File: src/rtl/pwr_clkstop_pkg.sv
package pwr_clkstop_pkg;

   // Register addresses (low bits of the address bus)
   localparam int unsigned REG_STOP = 0;
   localparam int unsigned REG_SET  = 1;
   localparam int unsigned REG_CLR  = 2;
   localparam int unsigned REG_CTRL = 3;

   // Bit of the control word that carries standby-select
   localparam int unsigned CTRL_STBY_BIT = 0;

   typedef enum logic [0:0] {
      MODE_RUN   = 1'b0,
      MODE_SLEEP = 1'b1
   } pcs_mode_e;

   // Status pin encodings
   localparam logic [1:0] STAT_RUN   = 2'b00;
   localparam logic [1:0] STAT_SLEEP = 2'b10;

endpackage

File: src/rtl/pcs_stop_bank.sv
module pcs_stop_bank #(
   parameter int unsigned DATA_W   = 32,
   parameter bit          CLR_WINS = 1'b1
) (
   input  logic              clk,
   input  logic              rst_n,
   input  logic [DATA_W-1:0] set_mask,
   input  logic [DATA_W-1:0] clr_mask,
   output logic [DATA_W-1:0] stop_q
);

   initial begin
      if (DATA_W < 1) $error("pcs_stop_bank: DATA_W must be at least 1");
   end

   // One flop per clock-stop bit; the priority between a set and a clear
   // on the same bit in the same cycle is picked by CLR_WINS.
   for (genvar i = 0; i < DATA_W; i++) begin : g_bit
      if (CLR_WINS) begin : g_clr_first
         always_ff @(posedge clk or negedge rst_n) begin
            if (!rst_n)           stop_q[i] <= 1'b0;
            else if (clr_mask[i]) stop_q[i] <= 1'b0;
            else if (set_mask[i]) stop_q[i] <= 1'b1;
         end
      end else begin : g_set_first
         always_ff @(posedge clk or negedge rst_n) begin
            if (!rst_n)           stop_q[i] <= 1'b0;
            else if (set_mask[i]) stop_q[i] <= 1'b1;
            else if (clr_mask[i]) stop_q[i] <= 1'b0;
         end
      end
   end

   // every bit named by a clear word is 0 after the edge
   p_clear_hits_r3: assert property (@(posedge clk) disable iff (!rst_n)
      (|clr_mask) |=> ((stop_q & $past(clr_mask)) == '0));

   // bits named only by a set word are 1 after the edge
   p_set_hits_r2: assert property (@(posedge clk) disable iff (!rst_n)
      (|(set_mask & ~clr_mask)) |=>
         ((stop_q & $past(set_mask & ~clr_mask)) == $past(set_mask & ~clr_mask)));

   // without a set or clear the register holds
   p_hold_r2: assert property (@(posedge clk) disable iff (!rst_n)
      ((set_mask == '0) && (clr_mask == '0)) |=> $stable(stop_q));

endmodule

File: src/rtl/pcs_regif.sv
module pcs_regif
   import pwr_clkstop_pkg::*;
#(
   parameter int unsigned DATA_W = 32,
   parameter int unsigned ADDR_W = 3
) (
   input  logic              clk,
   input  logic              rst_n,
   input  logic              wr_en,
   input  logic [ADDR_W-1:0] wr_addr,
   input  logic [DATA_W-1:0] wr_data,
   input  logic [ADDR_W-1:0] rd_addr,
   input  logic [DATA_W-1:0] stop_q,
   output logic [DATA_W-1:0] set_mask,
   output logic [DATA_W-1:0] clr_mask,
   output logic              stby_sel,
   output logic [DATA_W-1:0] rd_data
);

   localparam logic [ADDR_W-1:0] A_STOP = ADDR_W'(REG_STOP);
   localparam logic [ADDR_W-1:0] A_SET  = ADDR_W'(REG_SET);
   localparam logic [ADDR_W-1:0] A_CLR  = ADDR_W'(REG_CLR);
   localparam logic [ADDR_W-1:0] A_CTRL = ADDR_W'(REG_CTRL);

   initial begin
      if (ADDR_W < 2)             $error("pcs_regif: ADDR_W must be at least 2");
      if (DATA_W <= CTRL_STBY_BIT) $error("pcs_regif: DATA_W too narrow for control word");
   end

   logic wr_set, wr_clr, wr_ctrl;

   always_comb begin
      wr_set  = wr_en && (wr_addr == A_SET);
      wr_clr  = wr_en && (wr_addr == A_CLR);
      wr_ctrl = wr_en && (wr_addr == A_CTRL);
      set_mask = wr_set ? wr_data : '0;
      clr_mask = wr_clr ? wr_data : '0;
   end

   always_ff @(posedge clk or negedge rst_n) begin
      if (!rst_n)       stby_sel <= 1'b0;
      else if (wr_ctrl) stby_sel <= wr_data[CTRL_STBY_BIT];
   end

   // Set and clear are write-only and read back as zero.
   always_comb begin
      rd_data = '0;
      unique case (rd_addr)
         A_STOP:  rd_data = stop_q;
         A_CTRL:  rd_data[CTRL_STBY_BIT] = stby_sel;
         default: rd_data = '0;
      endcase
   end

   // standby-select takes bit 0 of a control write
   p_ctrl_load_r5: assert property (@(posedge clk) disable iff (!rst_n)
      wr_ctrl |=> (stby_sel == $past(wr_data[CTRL_STBY_BIT])));

   // a write to the stop address produces neither mask
   p_stop_wr_ignored_r4: assert property (@(posedge clk) disable iff (!rst_n)
      (wr_en && wr_addr == A_STOP) |-> ((set_mask == '0) && (clr_mask == '0)));

endmodule

File: src/rtl/pcs_sleep_fsm.sv
module pcs_sleep_fsm
   import pwr_clkstop_pkg::*;
#(
   parameter int unsigned IRQ_W         = 8,
   parameter bit          REJECT_REGGED = 1'b1
) (
   input  logic             clk,
   input  logic             rst_n,
   input  logic             sleep_req,
   input  logic             stby_sel,
   input  logic [IRQ_W-1:0] irq_req,
   input  logic [IRQ_W-1:0] irq_en,
   input  logic             wake_rst,
   output logic             cpu_clk_en,
   output logic [1:0]       status,
   output logic             stby_reject
);

   initial begin
      if (IRQ_W < 1) $error("pcs_sleep_fsm: IRQ_W must be at least 1");
   end

   pcs_mode_e mode_q, mode_d;
   logic      wake, enter, refuse;

   always_comb begin
      wake   = (|(irq_req & irq_en)) || wake_rst;
      enter  = (mode_q == MODE_RUN) && sleep_req && !stby_sel;
      refuse = (mode_q == MODE_RUN) && sleep_req &&  stby_sel;
      mode_d = mode_q;
      unique case (mode_q)
         MODE_RUN:   if (enter) mode_d = MODE_SLEEP;
         MODE_SLEEP: if (wake)  mode_d = MODE_RUN;
         default:    mode_d = MODE_RUN;
      endcase
   end

   always_ff @(posedge clk or negedge rst_n) begin
      if (!rst_n) mode_q <= MODE_RUN;
      else        mode_q <= mode_d;
   end

   always_comb begin
      cpu_clk_en = (mode_q == MODE_RUN);
      status     = (mode_q == MODE_SLEEP) ? STAT_SLEEP : STAT_RUN;
   end

   if (REJECT_REGGED) begin : g_reject_reg
      logic rej_q;
      always_ff @(posedge clk or negedge rst_n) begin
         if (!rst_n) rej_q <= 1'b0;
         else        rej_q <= refuse;
      end
      assign stby_reject = rej_q;

      // refusal pulses on the cycle after the request
      p_reject_pulse_r9: assert property (@(posedge clk) disable iff (!rst_n)
         refuse |=> stby_reject);
   end else begin : g_reject_comb
      assign stby_reject = refuse;
   end

   // accepted request enters sleep with the CPU clock off
   p_sleep_entry_r6: assert property (@(posedge clk) disable iff (!rst_n)
      enter |=> (status == STAT_SLEEP) && !cpu_clk_en);

   // a wake event in sleep restores run on the next edge
   p_wake_r8: assert property (@(posedge clk) disable iff (!rst_n)
      ((mode_q == MODE_SLEEP) && wake) |=> cpu_clk_en && (status == STAT_RUN));

   // without a wake event sleep persists
   p_stay_asleep_r8: assert property (@(posedge clk) disable iff (!rst_n)
      ((mode_q == MODE_SLEEP) && !wake) |=> (status == STAT_SLEEP));

   // a refused request leaves the block running
   p_no_entry_r9: assert property (@(posedge clk) disable iff (!rst_n)
      refuse |=> (status == STAT_RUN) && cpu_clk_en);

   // the CPU clock enable and the status code agree
   p_status_match_r10: assert property (@(posedge clk) disable iff (!rst_n)
      cpu_clk_en |-> (status == STAT_RUN));

endmodule

File: src/rtl/pwr_clkstop_ctrl.sv
module pwr_clkstop_ctrl
   import pwr_clkstop_pkg::*;
#(
   parameter int unsigned DATA_W        = 32,
   parameter int unsigned ADDR_W        = 3,
   parameter int unsigned IRQ_W         = 8,
   parameter bit          CLR_WINS      = 1'b1,
   parameter bit          REJECT_REGGED = 1'b1
) (
   input  logic              clk,
   input  logic              rst_n,
   input  logic              wr_en,
   input  logic [ADDR_W-1:0] wr_addr,
   input  logic [DATA_W-1:0] wr_data,
   input  logic [ADDR_W-1:0] rd_addr,
   output logic [DATA_W-1:0] rd_data,
   input  logic              sleep_req,
   input  logic [IRQ_W-1:0]  irq_req,
   input  logic [IRQ_W-1:0]  irq_en,
   input  logic              wake_rst,
   output logic              cpu_clk_en,
   output logic [DATA_W-1:0] periph_clk_en,
   output logic [1:0]        status,
   output logic              stby_reject
);

   logic [DATA_W-1:0] set_mask, clr_mask, stop_q;
   logic              stby_sel;

   pcs_regif #(.DATA_W(DATA_W), .ADDR_W(ADDR_W)) u_regif (
      .clk      (clk),
      .rst_n    (rst_n),
      .wr_en    (wr_en),
      .wr_addr  (wr_addr),
      .wr_data  (wr_data),
      .rd_addr  (rd_addr),
      .stop_q   (stop_q),
      .set_mask (set_mask),
      .clr_mask (clr_mask),
      .stby_sel (stby_sel),
      .rd_data  (rd_data)
   );

   pcs_stop_bank #(.DATA_W(DATA_W), .CLR_WINS(CLR_WINS)) u_bank (
      .clk      (clk),
      .rst_n    (rst_n),
      .set_mask (set_mask),
      .clr_mask (clr_mask),
      .stop_q   (stop_q)
   );

   pcs_sleep_fsm #(.IRQ_W(IRQ_W), .REJECT_REGGED(REJECT_REGGED)) u_fsm (
      .clk         (clk),
      .rst_n       (rst_n),
      .sleep_req   (sleep_req),
      .stby_sel    (stby_sel),
      .irq_req     (irq_req),
      .irq_en      (irq_en),
      .wake_rst    (wake_rst),
      .cpu_clk_en  (cpu_clk_en),
      .status      (status),
      .stby_reject (stby_reject)
   );

   // Peripheral enables ignore the sleep state on purpose.
   assign periph_clk_en = ~stop_q;

   // peripheral enables stay tied to the stop bits in any mode
   p_periph_follow_r7: assert property (@(posedge clk) disable iff (!rst_n)
      (status == STAT_SLEEP) |-> (periph_clk_en == ~u_bank.stop_q));

endmodule

File: config.mk
export PLATFORM = sky130hd
export DESIGN_NAME = pwr_clkstop_ctrl
export DESIGN_NICKNAME = d
export VERILOG_FILES = /design/src/rtl/pwr_clkstop_pkg.sv /design/src/rtl/pcs_stop_bank.sv /design/src/rtl/pcs_regif.sv /design/src/rtl/pcs_sleep_fsm.sv /design/src/rtl/pwr_clkstop_ctrl.sv
export SDC_FILE = /design/constraint.sdc
export NUM_CORES = 1
export LEC_CHECK = 0
export CAP_MARGIN = 20
export CORE_MARGIN = 3
export CORE_UTILIZATION = 64
export CTS_CLUSTER_DIAMETER = 30
export CTS_CLUSTER_SIZE = 10
export DETAILED_ROUTE_END_ITERATION = 16
export DONT_BUFFER_PORTS = 1
export GPL_ROUTABILITY_DRIVEN = 0
export PLACE_DENSITY = 0.8
export RECOVER_POWER = 50
export SLEW_MARGIN = 0
export SYNTH_ARGS = -nofsm -noshare
export SYNTH_HDL_FRONTEND = slang
export SYNTH_SLANG_ARGS = --single-unit
export TNS_END_PERCENT = 100
File: constraint.sdc
create_clock -name clk -period 2.7 [get_ports clk]
set_clock_uncertainty 0.05 [all_clocks]
set_input_delay 0.135 -clock clk [delete_from_list [all_inputs] [get_ports clk]]
set_output_delay 0.135 -clock clk [all_outputs]
set_load 0.05 [all_outputs]
Word-level counts from Yosys, hierarchy flattened
Index checks and enable logic that the tools add are counted.

Reduce and logical (&&, ||, !) cells: 42. Equality and inequality tests: 4. Bitwise logic cells: 3. Multiplexer cells: 72.

Operators by type and width (count): 2-to-1 mux 1 bit (66); 2-to-1 mux 32 bit (2); nonzero test 2 bit (32); inverter 32 bit (1); 2-to-1 mux 31 bit (1); == test 3 x 2 -> 1 bit, second input constant (3); AND 8 bit (1); OR reduction 8 bit (1); logical AND 1 bit (6); one-hot mux 1 bit (2 select lines) (2); == test 3 x 1 -> 1 bit, second input constant (1); logical NOT 3 bit (1); 2-to-1 mux 2 bit (1); logical NOT 1 bit (1); logical OR 1 bit (1); inverter 1 bit (1).

Flip-flop bits (word level): 35. Output and inout bits: 68. Logic and storage cells: 156. Bits of input ports: 59.

Depth between registers and ports, before layout
Depth in word-level cells: 5. Depth in mapped cells: 5. Mapped depth without buffers: 3.

Cells and area by module
From an unflattened synthesis, not the netlist that was laid out.

Cells, all modules: 222. Area total of the unflattened synthesis: 2165.8 um^2.

Modules (own cells, without submodules): pcs_stop_bank (instances 1, area an instance 1121.1 um^2, cells each 64); pcs_regif (instances 1, area an instance 788.3 um^2, cells each 113); pcs_sleep_fsm (instances 1, area an instance 136.4 um^2, cells each 13); pwr_clkstop_ctrl (instances 1, area an instance 120.1 um^2, cells each 32).

Worst setup path before layout
No wires, ideal clock.

Path kind: reg2out. Start: register u_bank.stop_q[0]. End: output rd_data[0]. Setup slack: 0.751 ns. Stages on the path, launching flop included: 4. Data arrival time: 1.764 ns. Cells stage by stage: dfrtp_1 > inv_1 > or3_1 > a21oi_1.

Word-level cells in the longest chain between the ends: 1.

Ends and longest elaborated chain: from (decl) (RTL line pcs_stop_bank.sv:9) `output logic [DATA_W-1:0] stop_q`; from (signal, indexed assignment) (RTL line pcs_stop_bank.sv:21) `if (!rst_n) stop_q[i] <= 1'b0;`; from (signal, indexed assignment) (RTL line pcs_stop_bank.sv:22) `else if (clr_mask[i]) stop_q[i] <= 1'b0;`; from (signal, indexed assignment) (RTL line pcs_stop_bank.sv:23) `else if (set_mask[i]) stop_q[i] <= 1'b1;`; one-hot mux 1 bit (2 select lines) (RTL line pcs_regif.sv:48) `unique case (rd_addr)`; to (decl) (RTL line pwr_clkstop_ctrl.sv:16) `output logic [DATA_W-1:0] rd_data,`.

No other way between the ends.

Worst setup path after layout
Start: input wr_addr[2]. End: register u_bank.stop_q[28].

Word-level cells in the longest chain between the ends: 4.

Ends and longest elaborated chain: from (decl) (RTL line pwr_clkstop_ctrl.sv:13) `input logic [ADDR_W-1:0] wr_addr,`; == test 3 x 2 -> 1 bit / == test 3 x 1 -> 1 bit (equally long branches) (RTL line pcs_regif.sv:34, pcs_regif.sv:33); logical AND 1 bit (on tied branches) (RTL line pcs_regif.sv:34, pcs_regif.sv:33); 2-to-1 mux 32 bit (on tied branches) (RTL line pcs_regif.sv:37, pcs_regif.sv:36); 2-to-1 mux 1 bit / nonzero test 2 bit (equally long branches).

Parallel ways exist; a longest one is shown, timed or not. A chain may end at the register's enable or synchronous reset.

==> results.txt <==
Depth of the CTS H-tree: 2
Final setup slack of the worst path: 702.7 ps
Leakage power total: 1.022 nW
Time the final worst path needs with I/O delays and setup: 1997 ps
Post-synth net total: 251
Type of element launching the critical path: input port
Max IR drop VDD: 0.5131 mV
Worst min-delay path class: input port to flop
Run status: complete, but fails checks
Via count: 1505
Antenna-violating nets left: 0
DRC violations left: 0
RSZ-0062 raised after global routing: false
Latest clock arrival within the worst-skew pair: 320 ps
Global routing met2 resource utilization: 0.4589
Number of antenna violations at the first check in global routing: 0
Count of mapped cells out of synthesis: 192
Count of distinct cell types in the synthesized netlist: 24
Number of search-and-repair iterations in the first detailed-routing pass: 4
Largest family of logic cells by synthesized area: compound AO/OA/AOI/OAI gates
Slew of the pin with the lowest slew margin: 1835 ps
Nature of the critical path endpoint: flop
CTS tree: done
Number of buffers inserted during clock tree synthesis: 5
Met1 demand-to-capacity share in global routing: 0.2810
Average size of a mapped cell: 10.40 µm²
Number of sinks handled by clock tree synthesis: 35
Horizontal die dimension: 61.86 µm
Violations in the final reports: capacitance limit, slew limit
Worst-path fanout max: 18
Number of buffers added on ports: 0
Area enclosed by the die boundary: 3827 µm²
Post-synthesis share of cell area spent on xor and xnor gates: 0
Highest-utilization routing layer at the global route stage: met2
Portion of netlist area occupied by mux cells: 0.005639
CTS Root Buffer Type: sky130_fd_sc_hd__clkbuf_4
Max-slew headroom: -0.2234
Ratio of final minimum period to clock period: 0.7397
Post-cts resize count: 0
Area Growth Syn to Fin: 14.03%
Vias in the first global route: 1533
Row Count: 19
Setup Crit Path Kind: input port to flop
Share of final-layout standard cells stronger than drive strength 1: 0.2193
Routed via count divided by cell count: 5.811
Highest clock frequency the design can meet: 0.5007 GHz
CP required: 2810 ps
Starting density of the core: 0.7000
Max Buffers Root-to-Sink: 2
I/O pin total: 127
Max Cap Violations: 1
Inserted Diodes: 0
Number of register bits inferred by synthesis: 35
Global-route wire length before repair: 7031 µm
Layout net count: 286
Total Routed Length: 4816 µm
Clk slew on worst S/H paths: 100 ps
GR met3 Demand/Resource: 0.08264
Pin count of the biggest net entering global routing: 36
Sequential element share of the synthesized area: 0.4386
Average wire per cell in the routed design: 18.59 µm
Cell area power density: 822.5 nW/µm²
Synthesized-area fraction occupied by and/or/nand/nor cells: 0.1316
Core box area: 2853 µm²
Post-CTS Setup Inserts: 0
Area fraction in compound gates after synthesis: 0.2976
Synthesized-area fraction occupied by adder cells: 0
Number of filler cells placed in the layout: 191
Post-synthesis cell area: 1997 µm²
Height of the die: 61.86 µm
Initial DRC count: 60
HPWL after detailed placement: 3070 µm
Ys Warns: 0
Number of hold violations in the final report: 0
Finish-stage setup viols: 0
Max-slew violation count: 36
Crit path arrival time: 2110 ps
Total global routing track utilization: 0.2543
Dpl ws: 979.0 ps
Accumulated negative setup slack: 0 ps
GRT overflow: 0
==> routing by layer <==
| metal | vias to the layer above | routed length (µm) |
|---|---|---|
| met5 | - | 0 |
| li1 | 698 | - |
| met3 | 6 | 430 |
| met4 | 0 | 46 |
| met2 | 89 | 2548 |
| met1 | 712 | 1791 |
==> cell families (layout without fill, tap and decap cells) <==
family / after synthesis / in the layout
compound gates: 70 / 70
buf+inv: 46 / 82
simple gates: 39 / 39
flops: 35 / 35
other cells: 1 / 1
mux: 1 / 1
==> report_power, final <==
group | internal [mW] | switching, mW | total (mW)
Combinational | 0.150 | 0.658 | 0.808
Clock | 0.153 | 0.161 | 0.314
Sequential | 0.639 | 0.112 | 0.751
Total | 0.942 | 0.931 | 1.87
==> timing repair <==
item                       4_1_cts  5_1_grt
hold buffers                    37        0
hold endpoints to repair        70        0
setup endpoints to repair        0        0
==> worst paths after layout <==
path | from | end | slack, ps | cells after the start
worst min-delay path | wr_en | u_regif.stby_sel | 20 | 2
worst max register to register | u_fsm.mode_q | u_fsm.mode_q | 1010 | 3
worst min register to register | u_bank.stop_q[0] | u_bank.stop_q[0] | 480 | 2
worst max-delay path | wr_addr[2] | u_bank.stop_q[28] | 700 | 3
min in group asynchronous | rst_n | u_bank.stop_q[11] | 810 | 2
max in group asynchronous | rst_n | u_bank.stop_q[2] | 740 | 2
==> placed cells by master, fill, tap and decap left out <==
cell                            count
sky130_fd_sc_hd__a221oi_1           1
sky130_fd_sc_hd__buf_4              2
sky130_fd_sc_hd__a22o_1             1
sky130_fd_sc_hd__a222oi_1           1
sky130_fd_sc_hd__and2_1            31
sky130_fd_sc_hd__and4bb_2           1
sky130_fd_sc_hd__nand3_1            1
sky130_fd_sc_hd__mux2_2             1
sky130_fd_sc_hd__a31o_2             1
sky130_fd_sc_hd__and3_1             1
sky130_fd_sc_hd__nor3b_1            1
sky130_fd_sc_hd__clkbuf_2           1
sky130_fd_sc_hd__clkbuf_8           2
sky130_fd_sc_hd__nand4b_1           1
sky130_fd_sc_hd__dlygate4sd3_1     36
sky130_fd_sc_hd__a21oi_1           29
sky130_fd_sc_hd__conb_1             1
sky130_fd_sc_hd__and4bb_1           1
sky130_fd_sc_hd__inv_1             33
sky130_fd_sc_hd__a21oi_2           36
sky130_fd_sc_hd__a211oi_1           1
sky130_fd_sc_hd__nor3_2             1
sky130_fd_sc_hd__clkbuf_4           5
sky130_fd_sc_hd__dfrtp_1           35
sky130_fd_sc_hd__clkbuf_1           3
sky130_fd_sc_hd__or3_1              1
==> through the flow <==
| stage | util | instance area, µm² | instances | power, mW | hold WS, ps |
|---|---|---|---|---|---|
| global route | 0.7982 | 2277 | 259 | 1.966 | 29.83 |
| CTS | 0.8377 | 2390 | 259 | 1.907 | 3.200 |
| detailed placement | 0.6803 | 1941 | 214 | 1.525 | -209.7 |
| floorplan | - | 1997 | 192 | 1.472 | -210.6 |
| global placement | 0.6803 | 1941 | 214 | 1.506 | -209.7 |
| finish | 0.7982 | 2277 | 259 | 1.873 | 15.65 |
==> flip-flops by register name, summed over array words and instances, names as in the netlist <==
name,flops
u_fsm.mode_q,1
u_bank.stop_q,32
u_fsm.stby_reject,1
u_regif.stby_sel,1
==> cells in the mapped netlist, drive strengths merged <==
cell type / n / area [µm²]
buf: 10 / 113.9
mux2: 1 / 11.26
nor3: 1 / 10.01
a222oi: 1 / 10.01
a21oi: 65 / 550.5
inv: 33 / 123.9
a22o: 1 / 8.760
and2: 31 / 193.9
nand3: 1 / 5.000
nand4b: 1 / 8.760
dfrtp: 35 / 875.8
conb: 1 / 3.750
nor3b: 1 / 7.510
or3: 1 / 6.260
a211oi: 1 / 7.510
and4bb: 2 / 25.02
a221oi: 1 / 8.760
clkbuf: 3 / 11.26
and3: 1 / 6.260
a31o: 1 / 8.760
==> cell type report <==
| class | instances | area [µm²] | area share |
|---|---|---|---|
| sequential | 35 | 875.8 | 0.3846 |
| multi-input combinational | 111 | 782.0 | 0.3434 |
| timing repair buffer | 41 | 387.9 | 0.1703 |
| inverter | 33 | 123.9 | 0.05440 |
| clock buffer | 8 | 68.82 | 0.03022 |
| tap | 31 | 38.79 | 0.01703 |
==> critical path, cell delays in order <==
cell,delay (ps)
sky130_fd_sc_hd__and4bb_1,850
sky130_fd_sc_hd__clkbuf_1,920
sky130_fd_sc_hd__a21oi_1,190
Note: power is estimated with default switching activity, not from simulation.
